`config.mk`:
```
export PLATFORM = sky130hd
export DESIGN_NAME = rootport_err_log
export DESIGN_NICKNAME = d
export VERILOG_FILES = /design/src/rtl/rerr_pkg.sv /design/src/rtl/rerr_class_log.sv /design/src/rtl/rerr_sev_track.sv /design/src/rtl/rootport_err_log.sv
export SDC_FILE = /design/constraint.sdc
export NUM_CORES = 1
export LEC_CHECK = 0
export BUFFER_PORTS_ARGS = -buffer_cell sky130_fd_sc_hd__buf_2
export CAP_MARGIN = 20
export CORE_MARGIN = 8
export CORE_UTILIZATION = 38
export CTS_CLUSTER_DIAMETER = 200
export DETAILED_ROUTE_END_ITERATION = 7
export PLACE_DENSITY = 0.8
export SLEW_MARGIN = 20
export SYNTH_ARGS = -nofsm -noshare
export SYNTH_HDL_FRONTEND = slang
export SYNTH_SLANG_ARGS = --single-unit
export TNS_END_PERCENT = 10
```
`constraint.sdc`:
```
create_clock -name clk -period 1.3 [get_ports clk]
set_input_delay 0.065 -clock clk [delete_from_list [all_inputs] [get_ports clk]]
set_output_delay 0.065 -clock clk [all_outputs]
set_load 0.02 [all_outputs]
```
`src/rtl/rerr_pkg.sv`:
```
package rerr_pkg;
   localparam int COR_FIRST_BIT   = 0;
   localparam int COR_MULTI_BIT   = 1;
   localparam int UNC_FIRST_BIT   = 2;
   localparam int UNC_MULTI_BIT   = 3;
   localparam int FIRST_FATAL_BIT = 4;
   localparam int NF_SEEN_BIT     = 5;
   localparam int FT_SEEN_BIT     = 6;
   localparam int LIVE_BITS       = 7;
   localparam int NUM_CLASSES     = 2;
   localparam int CLS_COR         = 0;
   localparam int CLS_UNC         = 1;

   typedef enum logic {
      SEL_STATUS = 1'b0,
      SEL_SOURCE = 1'b1
   } reg_sel_e;
endpackage

```
`src/rtl/rerr_class_log.sv`:
```
module rerr_class_log #(
   parameter int RID_W = 16
) (
   input  logic             clk,
   input  logic             por_n,
   input  logic             upd_en,
   input  logic             ev,
   input  logic [RID_W-1:0] ev_rid,
   input  logic             clr_first,
   input  logic             clr_multi,
   output logic             first,
   output logic             multi,
   output logic [RID_W-1:0] rid_log
);
   always_ff @(posedge clk or negedge por_n) begin
      if (!por_n) begin
         first   <= 1'b0;
         multi   <= 1'b0;
         rid_log <= '0;
      end else if (upd_en) begin
         if (ev)             first <= 1'b1;
         else if (clr_first) first <= 1'b0;
         if (ev && first)    multi <= 1'b1;
         else if (clr_multi) multi <= 1'b0;
         if (ev && !first)   rid_log <= ev_rid;
      end
   end

   p_first_log_r1: assert property (@(posedge clk) disable iff (!por_n)
      (upd_en && ev && !first) |=> (first && rid_log == $past(ev_rid)));
   p_multi_r2: assert property (@(posedge clk) disable iff (!por_n)
      (upd_en && ev && first) |=> (first && multi));
   p_set_wins_r8: assert property (@(posedge clk) disable iff (!por_n)
      (upd_en && ev && clr_first) |=> first);
   p_id_hold_r10: assert property (@(posedge clk) disable iff (!por_n)
      first |=> (!first || $stable(rid_log)));
endmodule

```
`src/rtl/rerr_sev_track.sv`:
```
module rerr_sev_track #(
   parameter bit FATAL_PRIO = 1'b1
) (
   input  logic clk,
   input  logic por_n,
   input  logic upd_en,
   input  logic nf_ev,
   input  logic ft_ev,
   input  logic unc_first,
   input  logic clr_sev,
   input  logic clr_nf,
   input  logic clr_ft,
   output logic first_fatal,
   output logic nf_seen,
   output logic ft_seen
);
   logic capture;
   logic sev_val;

   assign capture = (nf_ev || ft_ev) && !unc_first;

   generate
      if (FATAL_PRIO) begin : g_fatal_prio
         assign sev_val = ft_ev;
      end else begin : g_nonfatal_prio
         assign sev_val = ft_ev && !nf_ev;
      end
   endgenerate

   always_ff @(posedge clk or negedge por_n) begin
      if (!por_n) begin
         first_fatal <= 1'b0;
         nf_seen     <= 1'b0;
         ft_seen     <= 1'b0;
      end else if (upd_en) begin
         if (capture)      first_fatal <= sev_val;
         else if (clr_sev) first_fatal <= 1'b0;
         if (nf_ev)        nf_seen <= 1'b1;
         else if (clr_nf)  nf_seen <= 1'b0;
         if (ft_ev)        ft_seen <= 1'b1;
         else if (clr_ft)  ft_seen <= 1'b0;
      end
   end

   p_sev_keep_r4: assert property (@(posedge clk) disable iff (!por_n)
      (upd_en && unc_first && !clr_sev) |=> $stable(first_fatal));
   p_seen_ft_r5: assert property (@(posedge clk) disable iff (!por_n)
      (upd_en && ft_ev) |=> ft_seen);
   p_seen_nf_r5: assert property (@(posedge clk) disable iff (!por_n)
      (upd_en && nf_ev) |=> nf_seen);
endmodule

```
`src/rtl/rootport_err_log.sv`:
```
module rootport_err_log
   import rerr_pkg::*;
#(
   parameter int RID_W      = 16,
   parameter int STAT_W     = 32,
   parameter int MSGNUM_W   = 5,
   parameter bit FATAL_PRIO = 1'b1
) (
   input  logic                 clk,
   input  logic                 por_n,
   input  logic                 func_rst_n,
   input  logic                 cor_vld,
   input  logic [RID_W-1:0]     cor_rid,
   input  logic                 nf_vld,
   input  logic [RID_W-1:0]     nf_rid,
   input  logic                 ft_vld,
   input  logic [RID_W-1:0]     ft_rid,
   input  logic                 wr_en,
   input  logic                 wr_sel,
   input  logic [LIVE_BITS-1:0] wr_data,
   output logic [STAT_W-1:0]    status_o,
   output logic [2*RID_W-1:0]   src_id_o
);
   localparam int RSVD_W = STAT_W - MSGNUM_W - LIVE_BITS;

   generate
      if (RID_W < 1) begin : g_bad_rid
         $error("RID_W must be at least 1");
      end
      if (RSVD_W < 0) begin : g_bad_stat
         $error("STAT_W too small for live bits and message number");
      end
   endgenerate

   logic                 upd_en;
   logic [LIVE_BITS-1:0] clr;
   logic [LIVE_BITS-1:0] live;
   logic                 cls_ev    [NUM_CLASSES];
   logic [RID_W-1:0]     cls_rid   [NUM_CLASSES];
   logic                 cls_first [NUM_CLASSES];
   logic                 cls_multi [NUM_CLASSES];
   logic [RID_W-1:0]     cls_log   [NUM_CLASSES];
   logic [RID_W-1:0]     unc_rid;
   logic                 first_fatal, nf_seen, ft_seen;

   assign upd_en = func_rst_n;
   assign clr    = (wr_en && (wr_sel == SEL_STATUS)) ? wr_data : '0;

   generate
      if (FATAL_PRIO) begin : g_rid_fatal
         assign unc_rid = ft_vld ? ft_rid : nf_rid;
      end else begin : g_rid_nonfatal
         assign unc_rid = nf_vld ? nf_rid : ft_rid;
      end
   endgenerate

   assign cls_ev[CLS_COR]  = cor_vld;
   assign cls_rid[CLS_COR] = cor_rid;
   assign cls_ev[CLS_UNC]  = nf_vld || ft_vld;
   assign cls_rid[CLS_UNC] = unc_rid;

   generate
      for (genvar c = 0; c < NUM_CLASSES; c++) begin : g_cls
         rerr_class_log #(.RID_W(RID_W)) u_cls (
            .clk       (clk),
            .por_n     (por_n),
            .upd_en    (upd_en),
            .ev        (cls_ev[c]),
            .ev_rid    (cls_rid[c]),
            .clr_first (clr[2*c]),
            .clr_multi (clr[2*c+1]),
            .first     (cls_first[c]),
            .multi     (cls_multi[c]),
            .rid_log   (cls_log[c])
         );
         assign live[2*c]   = cls_first[c];
         assign live[2*c+1] = cls_multi[c];
         assign src_id_o[c*RID_W +: RID_W] = cls_log[c];
      end
   endgenerate

   rerr_sev_track #(.FATAL_PRIO(FATAL_PRIO)) u_sev (
      .clk         (clk),
      .por_n       (por_n),
      .upd_en      (upd_en),
      .nf_ev       (nf_vld),
      .ft_ev       (ft_vld),
      .unc_first   (cls_first[CLS_UNC]),
      .clr_sev     (clr[FIRST_FATAL_BIT]),
      .clr_nf      (clr[NF_SEEN_BIT]),
      .clr_ft      (clr[FT_SEEN_BIT]),
      .first_fatal (first_fatal),
      .nf_seen     (nf_seen),
      .ft_seen     (ft_seen)
   );

   assign live[FIRST_FATAL_BIT] = first_fatal;
   assign live[NF_SEEN_BIT]     = nf_seen;
   assign live[FT_SEEN_BIT]     = ft_seen;

   generate
      if (RSVD_W > 0) begin : g_rsvd
         assign status_o = {{MSGNUM_W{1'b0}}, {RSVD_W{1'b0}}, live};
      end else begin : g_norsvd
         assign status_o = {{MSGNUM_W{1'b0}}, live};
      end
   endgenerate

   p_sticky_r9: assert property (@(posedge clk) disable iff (!por_n)
      !func_rst_n |=> ($stable(status_o) && $stable(src_id_o)));
   p_src_ro_r7: assert property (@(posedge clk) disable iff (!por_n)
      (wr_en && wr_sel == SEL_SOURCE && !cor_vld && !nf_vld && !ft_vld)
         |=> ($stable(status_o) && $stable(src_id_o)));
   p_unc_id_r3: assert property (@(posedge clk) disable iff (!por_n)
      (func_rst_n && ft_vld && !live[UNC_FIRST_BIT] && FATAL_PRIO)
         |=> (src_id_o[2*RID_W-1:RID_W] == $past(ft_rid)));
endmodule

```
==> results of run 1 <==
power by group:
part	total (W)	switching [W]	internal (W)
clock	0.000787	0.000420	0.000367
sequential	0.00174	0.000162	0.00158
combinational	0.00158	0.000960	0.000617
path summary, 6_finish.rpt:
| kind | from | end | slack [ns] | cells after the start |
|---|---|---|---|---|
| worst max-delay path | g_cls[0].u_cls.first | g_cls[0].u_cls.rid_log[5] | 0.09 | 3 |
| worst min-delay path | cor_rid[2] | g_cls[0].u_cls.rid_log[2] | 0.01 | 2 |
| worst max register to register | g_cls[0].u_cls.first | g_cls[0].u_cls.rid_log[5] | 0.09 | 3 |
| worst min register to register | g_cls[0].u_cls.multi | g_cls[0].u_cls.multi | 0.50 | 1 |
| max in group asynchronous | por_n | g_cls[0].u_cls.rid_log[1] | 0.57 | 3 |
| min in group asynchronous | por_n | g_cls[1].u_cls.rid_log[14] | 0.26 | 2 |
routing by layer:
layer,track usage,share of wire,up-vias
met3,0.0553,0.099,2
li1,-,-,737
met2,0.217,0.50,63
met1,0.148,0.40,704
met4,0.0328,0.0030,0
met5,0,0,-
registers in the layout, indices dropped and copies added (netlist names):
name / cells
g_cls.u_cls.first: 2
u_sev.ft_seen: 1
u_sev.first_fatal: 1
g_cls.u_cls.multi: 2
u_sev.nf_seen: 1
g_cls.u_cls.rid_log: 32
cells by family (layout without fill, tap and decap cells):
group / count (synthesis) / in the layout
flops: 39 / 39
simple gates: 12 / 12
mux: 32 / 32
other cells: 1 / 25
compound gates: 40 / 40
buf+inv: 43 / 129
synthesized netlist by cell type, drive strengths merged:
master  instances
mux2           16
buf            38
nand3b          1
or2             1
a31o            1
a22o            4
conb            1
inv             1
mux2i          16
dfrtp          39
clkbuf          4
o21ai          33
a32o            1
nor2            1
nand2           8
and3b           1
a21o            1
per-stage QoR:
step	cell area (µm²)	total power, W	utilization	worst slack, ns	cells
floorplan	2060	0.00281	-	0.0386	191
global placement	2430	0.00330	0.483	0.141	329
detailed placement	2430	0.00334	0.483	0.0899	329
CTS	2590	0.00416	0.513	0.0763	344
global route	2620	0.00437	0.519	0.0387	347
finish	2620	0.00410	0.519	0.0862	347
area by class of cell:
| class | count | area (µm²) |
|---|---|---|
| multi-input combinational | 109 | 769 |
| inverter | 1 | 3.75 |
| clock inverter | 3 | 15.0 |
| tap | 70 | 87.6 |
| clock buffer | 5 | 68.8 |
| fill | 476 | 2420 |
| timing repair buffer | 120 | 698 |
| sequential | 39 | 976 |
==> impl_metrics.json, run 1 <==
{
  "synth.distinct_cells": 21,
  "drt-total-wl_um": 4980,
  "via_per_inst": 4.34,
  "critPathMaxFanout": 16,
  "final_cell_mix": "buf_2, dfrtp_1, conb_1",
  "synth-adder-area-share": 0,
  "status": "complete, no violations",
  "synth-seq-cells": 39,
  "detailed_place_hpwl_um": 3990,
  "tns_ns": 0,
  "cts_buffers": 5,
  "cellPowerDensity_nw_per_um2": 1570,
  "clk-insertion-delay-late_ns": 0.28,
  "grt_pass1_vias": 1620,
  "ys_warn_count": 0,
  "p_leak_nw": 1.37,
  "clk_path_buf_depth": 2,
  "crit_slowest_cell": "dfrtp_1",
  "dieArea_um2": 7730,
  "antenna_found_initial": 0,
  "cts_tree": "yes",
  "drc": 0,
  "cts.clk_slew.worst_paths_ns": 0.07,
  "path_buf_inv": 1,
  "synth_top_area_share": 0.496,
  "whs_ns": 0.0121,
  "peakVddDrop_mv": 0.669,
  "cts_setup_buffers": 0,
  "ys_top_cells_by_area": "dfrtp_1, buf_4, mux2_2",
  "io_pins": 127,
  "synth_compound_area_frac": 0.140,
  "ctsResizeCount": 0,
  "clkSinkCount": 39,
  "rsz0062_at_grt": "false",
  "worst-setup-path-type": "reg2reg",
  "min_path_type": "in2reg",
  "final_max_slew_viol_count": 0,
  "nets": 339,
  "start_util": 0.390,
  "fmax_mhz": 824,
  "antenna_left": 0,
  "wire_per_inst_um": 14.3,
  "ys_seq_area_frac": 0.496,
  "cp.arrival_ns": 1.38,
  "finClkSkew_ns": 0.00255,
  "synthCells": 167,
  "max_stage_delay_ns": 0.41,
  "drt_first_iter_violations": 69,
  "syn_area_per_cell_um2": 11.8,
  "worst_path_dominant_cell_family": "flip-flops",
  "cap_viol_max_count": 0,
  "vias": 1506,
  "setup.worst_path.start_class": "flip-flop",
  "synth_area_um2": 1970,
  "num_antenna_cells": 0,
  "fp.coreArea_um2": 5040,
  "fin_crit_ns": 1.21,
  "final_common_cell": "buf_2",
  "drt_first_pass_iters": 4,
  "holdBufCountCts": 7,
  "finalCritPeriodShare": 0.934,
  "grtUsageTotal": 0.130,
  "die_h_um": 87.9,
  "gp_congestion": 0.686,
  "die_w_um": 87.9,
  "synth_top_family_by_area": "multiplexers",
  "synth_xor_xnor_area_share": 0,
  "cts_root_buf": "clkbuf_8",
  "setup_violations": 0,
  "crit_chain": "nand3b_2, buf_12, mux2_2",
  "synthSimpleGateAreaFrac": 0.0306,
  "h-tree-depth": 2,
  "rows": 26,
  "yosysTopAreaCell": "dfrtp_1",
  "yosys-mux-area-fraction": 0.173,
  "areaGrowthSynthToFinish_pct": 33.2,
  "grt_pass1_wl_um": 7760,
  "hold_violations": 0,
  "drive_above_1_share": 0.531,
  "gr-total-overflow": 0,
  "critPathCaptureType": "flip-flop",
  "required_ns": 1.47,
  "grt_max_degree": 21,
  "io_buffers": 101
}
No activity file was read; power rests on OpenSTA's default activity.
==> run 2, diff against run 1 <==
--- a/config.mk
+++ b/config.mk
@@ -5,13 +5,13 @@
 export SDC_FILE = /design/constraint.sdc
 export NUM_CORES = 1
 export LEC_CHECK = 0
-export BUFFER_PORTS_ARGS = -buffer_cell sky130_fd_sc_hd__buf_2
 export CAP_MARGIN = 20
 export CORE_MARGIN = 8
-export CORE_UTILIZATION = 38
+export CORE_UTILIZATION = 56
 export CTS_CLUSTER_DIAMETER = 200
 export DETAILED_ROUTE_END_ITERATION = 7
-export PLACE_DENSITY = 0.8
+export DONT_BUFFER_PORTS = 1
+export PLACE_DENSITY = 0.78
 export SLEW_MARGIN = 20
 export SYNTH_ARGS = -nofsm -noshare
 export SYNTH_HDL_FRONTEND = slang
==> run 2 against run 1 <==
Effect of this change: critical path depth up 1; combinational power down 51%; worst setup slack better by 0.0055 ns; hold slack better by 0.13 ns; final cell count down 22%; clock skew up 0.0069 ns; non-clock buffer count down 52; power down 10%; highest routed layer unchanged; clock-buffer cell count up 2; die area down 27%.
==> impl_metrics.json, run 2 (same netlist as run 1, synthesis figures left out) <==
{
  "status": "complete, no violations",
  "fin_crit_ns": 1.21,
  "ff2ff_path_depth": 3,
  "gp_congestion": 0.709,
  "required_ns": 1.52,
  "start_util": 0.584,
  "die_h_um": 75.2,
  "critPathCaptureType": "flip-flop",
  "path_common_cell": "dlygate4sd3_1",
  "cts.clk_slew.worst_paths_ns": 0.11,
  "dieArea_um2": 5660,
  "grtUsageTotal": 0.200,
  "fp.coreArea_um2": 3360,
  "io_buffers": 0,
  "reg.largest.list": "g_cls.u_cls.rid_log: 32 flops, g_cls.u_cls.first: 2 flops, g_cls.u_cls.multi: 2 flops",
  "clkSinkCount": 39,
  "areaGrowthSynthToFinish_pct": 29.5,
  "via_per_inst": 5.29,
  "cts_buffers": 5,
  "drive_above_1_share": 0.191,
  "rsz0062_at_grt": "false",
  "critPathMaxFanout": 1,
  "gr-total-overflow": 0,
  "reg2reg_to": "g_cls[0].u_cls.rid_log[13]",
  "finalCritPeriodShare": 0.929,
  "rrSetupSlack_ns": 0.11,
  "fillCellCount": 213,
  "final_common_cell": "dlygate4sd3_1",
  "grt_max_degree": 40,
  "io_pins": 127,
  "vias": 1433,
  "drt_first_pass_iters": 4,
  "whs_endpoint": "g_cls[0].u_cls.rid_log[0]",
  "drt-total-wl_um": 5700,
  "h-tree-depth": 2,
  "top_register": "g_cls.u_cls.rid_log",
  "final_max_slew_viol_count": 0,
  "min_path_type": "in2reg",
  "p_leak_nw": 1.16,
  "cellPowerDensity_nw_per_um2": 1440,
  "r2r-start": "g_cls[0].u_cls.first",
  "clk-insertion-delay-late_ns": 0.33,
  "crit_chain": "dlygate4sd3_1, mux2i_1, dlygate4sd3_1, o21ai_0",
  "multi_input_area_um2": 769,
  "cap_viol_max_count": 0,
  "tns_ns": 0,
  "drc": 0,
  "clk_path_buf_depth": 2,
  "worst-setup-path-type": "in2reg",
  "worst_path_dominant_cell_family": "buffers and inverters",
  "crit_slowest_cell": "dlygate4sd3_1",
  "hold_depth": 3,
  "grt_pass1_wl_um": 8370,
  "die_w_um": 75.2,
  "finClkSkew_ns": 0.00940,
  "grt_pass1_vias": 1581,
  "antenna_left": 0,
  "setup_violations": 0,
  "drt_first_iter_violations": 51,
  "final_cell_mix": "dlygate4sd3_1, dfrtp_1, conb_1",
  "setup.worst_path.start_class": "primary input",
  "cp.arrival_ns": 1.43,
  "num_antenna_cells": 0,
  "max_stage_delay_ns": 0.58,
  "fmax_mhz": 828,
  "wire_per_inst_um": 21.0,
  "cts_root_buf": "clkbuf_4",
  "hold_violations": 0,
  "whs_ns": 0.143,
  "antenna_found_initial": 0,
  "peakVddDrop_mv": 0.820,
  "cts_tree": "yes",
  "nets": 287,
  "detailed_place_hpwl_um": 3520,
  "register_area_um2": 976,
  "hp-start": "cor_vld",
  "path_buf_inv": 2,
  "largest_reg_flops": 32,
  "rows": 21
}
[run 2: how the worst max path moves through the flow]
| stage | to | start | slack [ns] | cells after the start |
|---|---|---|---|---|
| 5_1_grt | g_cls[1].u_cls.rid_log[2] | ft_vld | 0.07 | 5 |
| 3_5_place_dp | g_cls[0].u_cls.rid_log[4] | g_cls[0].u_cls.first | 0.15 | 3 |
| 4_1_cts | g_cls[1].u_cls.rid_log[2] | func_rst_n | 0.02 | 5 |
| 3_3_place_gp | g_cls[0].u_cls.rid_log[8] | g_cls[0].u_cls.first | 0.18 | 3 |
| 2_1_floorplan | g_cls[0].u_cls.rid_log[10] | g_cls[0].u_cls.first | 0.04 | 3 |
| 6_report | g_cls[1].u_cls.rid_log[5] | nf_rid[5] | 0.09 | 4 |
[run 2: through the flow]
| step | worst slack (ns) | power [W] | util | instances | area (µm²) |
|---|---|---|---|---|---|
| 2_1_floorplan | 0.0386 | 0.00281 | - | 191 | 2060 |
| 3_3_place_gp | 0.184 | 0.00282 | 0.554 | 201 | 1860 |
| 3_5_place_dp | 0.148 | 0.00288 | 0.554 | 201 | 1860 |
| 4_1_cts | 0.0211 | 0.00365 | 0.754 | 270 | 2530 |
| 5_1_grt | 0.0661 | 0.00389 | 0.757 | 271 | 2540 |
| 6_report | 0.0918 | 0.00368 | 0.757 | 271 | 2540 |
[run 2: area by class of cell]
type	instances	area share
Timing Repair Buffer	68	0.270
Sequential cell	39	0.383
Tap cell	46	0.0226
Clock inverter	1	0.00197
Multi-Input combinational cell	109	0.302
Inverter	1	0.00147
Clock buffer	7	0.0177
[run 2: tightest hold or removal path, cell delays in order]
cell and delay [ns]:
nand3b_2 0.08, buf_12 0.15, mux2_2 0.15
[run 2: repair_timing]
item	4_1_cts	5_1_grt
hold endpoints to repair	78	0
resized for setup	0	1
buffers inserted	0	1
setup endpoints to repair	0	15
hold buffers	61	0
[run 2: power breakdown]
group	switching [W]	internal (W)
registers	0.000750	0.00157
clock network	0.000364	0.000211
logic	0.000357	0.000421
[run 2: per-layer routing]
| layer | vias to the layer above | routed length [µm] | global-route usage |
|---|---|---|---|
| li1 | 636 | - | - |
| met1 | 692 | 1840 | 0.195 |
| met2 | 98 | 3050 | 0.369 |
| met3 | 7 | 760 | 0.0866 |
| met4 | 0 | 49 | 0.0640 |
| met5 | - | 0 | 0 |
==> run 3, diff against run 2 <==
--- a/config.mk
+++ b/config.mk
@@ -5,6 +5,7 @@
 export SDC_FILE = /design/constraint.sdc
 export NUM_CORES = 1
 export LEC_CHECK = 0
+export ABC_AREA = 1
 export CAP_MARGIN = 20
 export CORE_MARGIN = 8
 export CORE_UTILIZATION = 56
==> run 3 against run 2 <==
Effect of this change: power grew 2.5%; sequential cell count unchanged; worst setup slack got worse by 0.0031 ns; clock power grew 34%; critical path type unchanged; routed wire length shrank 1.8%; sequential share of layout area increased by 0.83 points; clock skew decreased by 0.0061 ns; clock-buffer cell count unchanged; sequential power fell by 2%; largest power group unchanged; synthesized cell count up 58%; via count increased by 20%; final area down 2.1%.
==> impl_metrics.json, run 3 <==
{
  "cap_viol_max_count": 0,
  "synthCells": 264,
  "cts.clk_slew.worst_paths_ns": 0.07,
  "hold_violations": 0,
  "critPathMaxFanout": 1,
  "synth-seq-cells": 39,
  "finalCritPeriodShare": 0.932,
  "io_pins": 127,
  "die_h_um": 78.0,
  "drt_first_iter_violations": 81,
  "fmax_mhz": 826,
  "ys_async_sr_fraction": 1.00,
  "antenna_found_initial": 0,
  "cts_tree": "yes",
  "setup.worst_path.start_class": "primary input",
  "hp-start": "ft_vld",
  "grt_pass1_wl_um": 8660,
  "worst_path_dominant_cell_family": "buffers and inverters",
  "io_buffers": 0,
  "status": "complete, no violations",
  "syn_area_per_cell_um2": 8.16,
  "reg2reg_to": "g_cls[0].u_cls.rid_log[8]",
  "drc": 0,
  "areaGrowthSynthToFinish_pct": 15.6,
  "ys_warn_count": 0,
  "rows": 22,
  "synthFlopType": "dfrtp_1",
  "drt_first_pass_iters": 4,
  "critPathCaptureType": "flip-flop",
  "whs_endpoint": "g_cls[1].u_cls.rid_log[15]",
  "multi_input_area_um2": 801,
  "yosysTopAreaCell": "dfrtp_1",
  "fin_crit_ns": 1.21,
  "vias": 1715,
  "clk-insertion-delay-late_ns": 0.28,
  "cts_buffers": 5,
  "die_w_um": 78.0,
  "synth_area_um2": 2150,
  "gp_congestion": 0.767,
  "num_antenna_cells": 0,
  "cts_root_buf": "clkbuf_8",
  "wire_per_inst_um": 16.3,
  "grt_max_degree": 40,
  "p_leak_nw": 1.35,
  "required_ns": 1.47,
  "hold_depth": 3,
  "max_stage_delay_ns": 0.59,
  "peakVddDrop_mv": 0.935,
  "detailed_place_hpwl_um": 3680,
  "ff2ff_path_depth": 4,
  "setup_violations": 0,
  "r2r-start": "g_cls[0].u_cls.first",
  "clk_path_buf_depth": 2,
  "drive_above_1_share": 0.125,
  "register_area_um2": 976,
  "fp.coreArea_um2": 3690,
  "dieArea_um2": 6090,
  "start_util": 0.584,
  "rrSetupSlack_ns": 0.20,
  "grt_pass1_vias": 1798,
  "cp.arrival_ns": 1.38,
  "grtUsageTotal": 0.178,
  "synth_edf_count": 0,
  "worst-setup-path-type": "in2reg",
  "top_register": "g_cls.u_cls.rid_log",
  "crit_slowest_cell": "dlygate4sd3_1",
  "via_per_inst": 5.00,
  "ys_seq_area_frac": 0.453,
  "tns_ns": 0,
  "fillCellCount": 340,
  "final_cell_mix": "nand2_1, dfrtp_1, inv_1",
  "largest_reg_flops": 32,
  "utilization": 0.675,
  "finClkSkew_ns": 0.00328,
  "final_common_cell": "nand2_1",
  "final_max_slew_viol_count": 0,
  "rsz0062_at_grt": "false",
  "gr-total-overflow": 0,
  "path_buf_inv": 2,
  "drt-total-wl_um": 5600,
  "crit_chain": "dlygate4sd3_1, nand3_1, dlygate4sd3_1, nand2_1, nand2_1",
  "nets": 357,
  "h-tree-depth": 2,
  "min_path_type": "in2reg",
  "synth_top_area_share": 0.453,
  "ys_top_cells_by_area": "dfrtp_1, nand2_1, buf_4",
  "cellPowerDensity_nw_per_um2": 1510,
  "antenna_left": 0,
  "synth_most_common_cell": "nand2_1",
  "synth.distinct_cells": 16,
  "reg.largest.list": "g_cls.u_cls.rid_log: 32 flops, g_cls.u_cls.first: 2 flops, g_cls.u_cls.multi: 2 flops",
  "clkSinkCount": 39,
  "synth_top_cells_by_count": "nand2_1, dfrtp_1, inv_1"
}
run 3: cells by family after synthesis:
group                  synth area share
AOI/OAI and AO/OA                 0.102
buffers and inverters             0.218
DFF                               0.453
other                           0.00174
and+or+nand+nor                   0.225
run 3: metal layers:
layer | wire length (µm) | GRT usage
met3 | 502 | 0.0615
met2 | 3050 | 0.332
met1 | 1920 | 0.171
met5 | 0 | 0
met4 | 125 | 0.0815
run 3: repair_timing:
item	in CTS	in global routing
endpoints found under the setup margin	0	18
resized for setup	0	2
hold buffers	36	0
buffers inserted	0	2
hold endpoints to repair	66	0
run 3: power by group:
| part | switching [W] | total, W | internal, W | leakage (nW) |
|---|---|---|---|---|
| combinational | 0.000411 | 0.000726 | 0.000315 | 0.830 |
| sequential | 0.000713 | 0.00227 | 0.00155 | 0.476 |
| clock | 0.000396 | 0.000773 | 0.000376 | 0.0422 |
| total | 0.00152 | 0.00377 | 0.00225 | 1.35 |
run 3: final cells by class:
cell class	count	area share
sequential	39	0.392
multi-input combinational	169	0.321
timing repair buffer	43	0.176
inverter	36	0.0542
clock buffer	7	0.0306
tap	48	0.0241
clock inverter	1	0.00201
run 3: per-stage QoR:
step	instance area (µm²)	power (W)	setup WS, ns	hold WS [ns]	cells
6_report	2490	0.00377	0.0887	0.00611	343
5_1_grt	2490	0.00397	0.0624	0.0160	343
4_1_cts	2470	0.00378	0.0150	0.000819	341
3_5_place_dp	2020	0.00290	0.224	-0.230	297
3_3_place_gp	2020	0.00284	0.265	-0.230	297
2_1_floorplan	2240	0.00281	0.200	-0.231	288
run 3: worst min-delay path: stages:
cell,delay (ns)
o21ai_0,0.07
nand3_1,0.06
nand2_1,0.05
run 3: worst max path at each step:
stage / from / to / slack, ns / cells after the start
after global routing: ft_vld / g_cls[1].u_cls.rid_log[3] / 0.06 / 6
after CTS: ft_vld / g_cls[1].u_cls.rid_log[10] / 0.01 / 6
after floorplan: g_cls[0].u_cls.first / g_cls[0].u_cls.rid_log[12] / 0.20 / 5
final: wr_data[6] / u_sev.ft_seen / 0.09 / 5
after global placement: g_cls[0].u_cls.first / g_cls[0].u_cls.rid_log[5] / 0.26 / 4
after detailed placement: g_cls[0].u_cls.first / g_cls[0].u_cls.rid_log[3] / 0.22 / 4
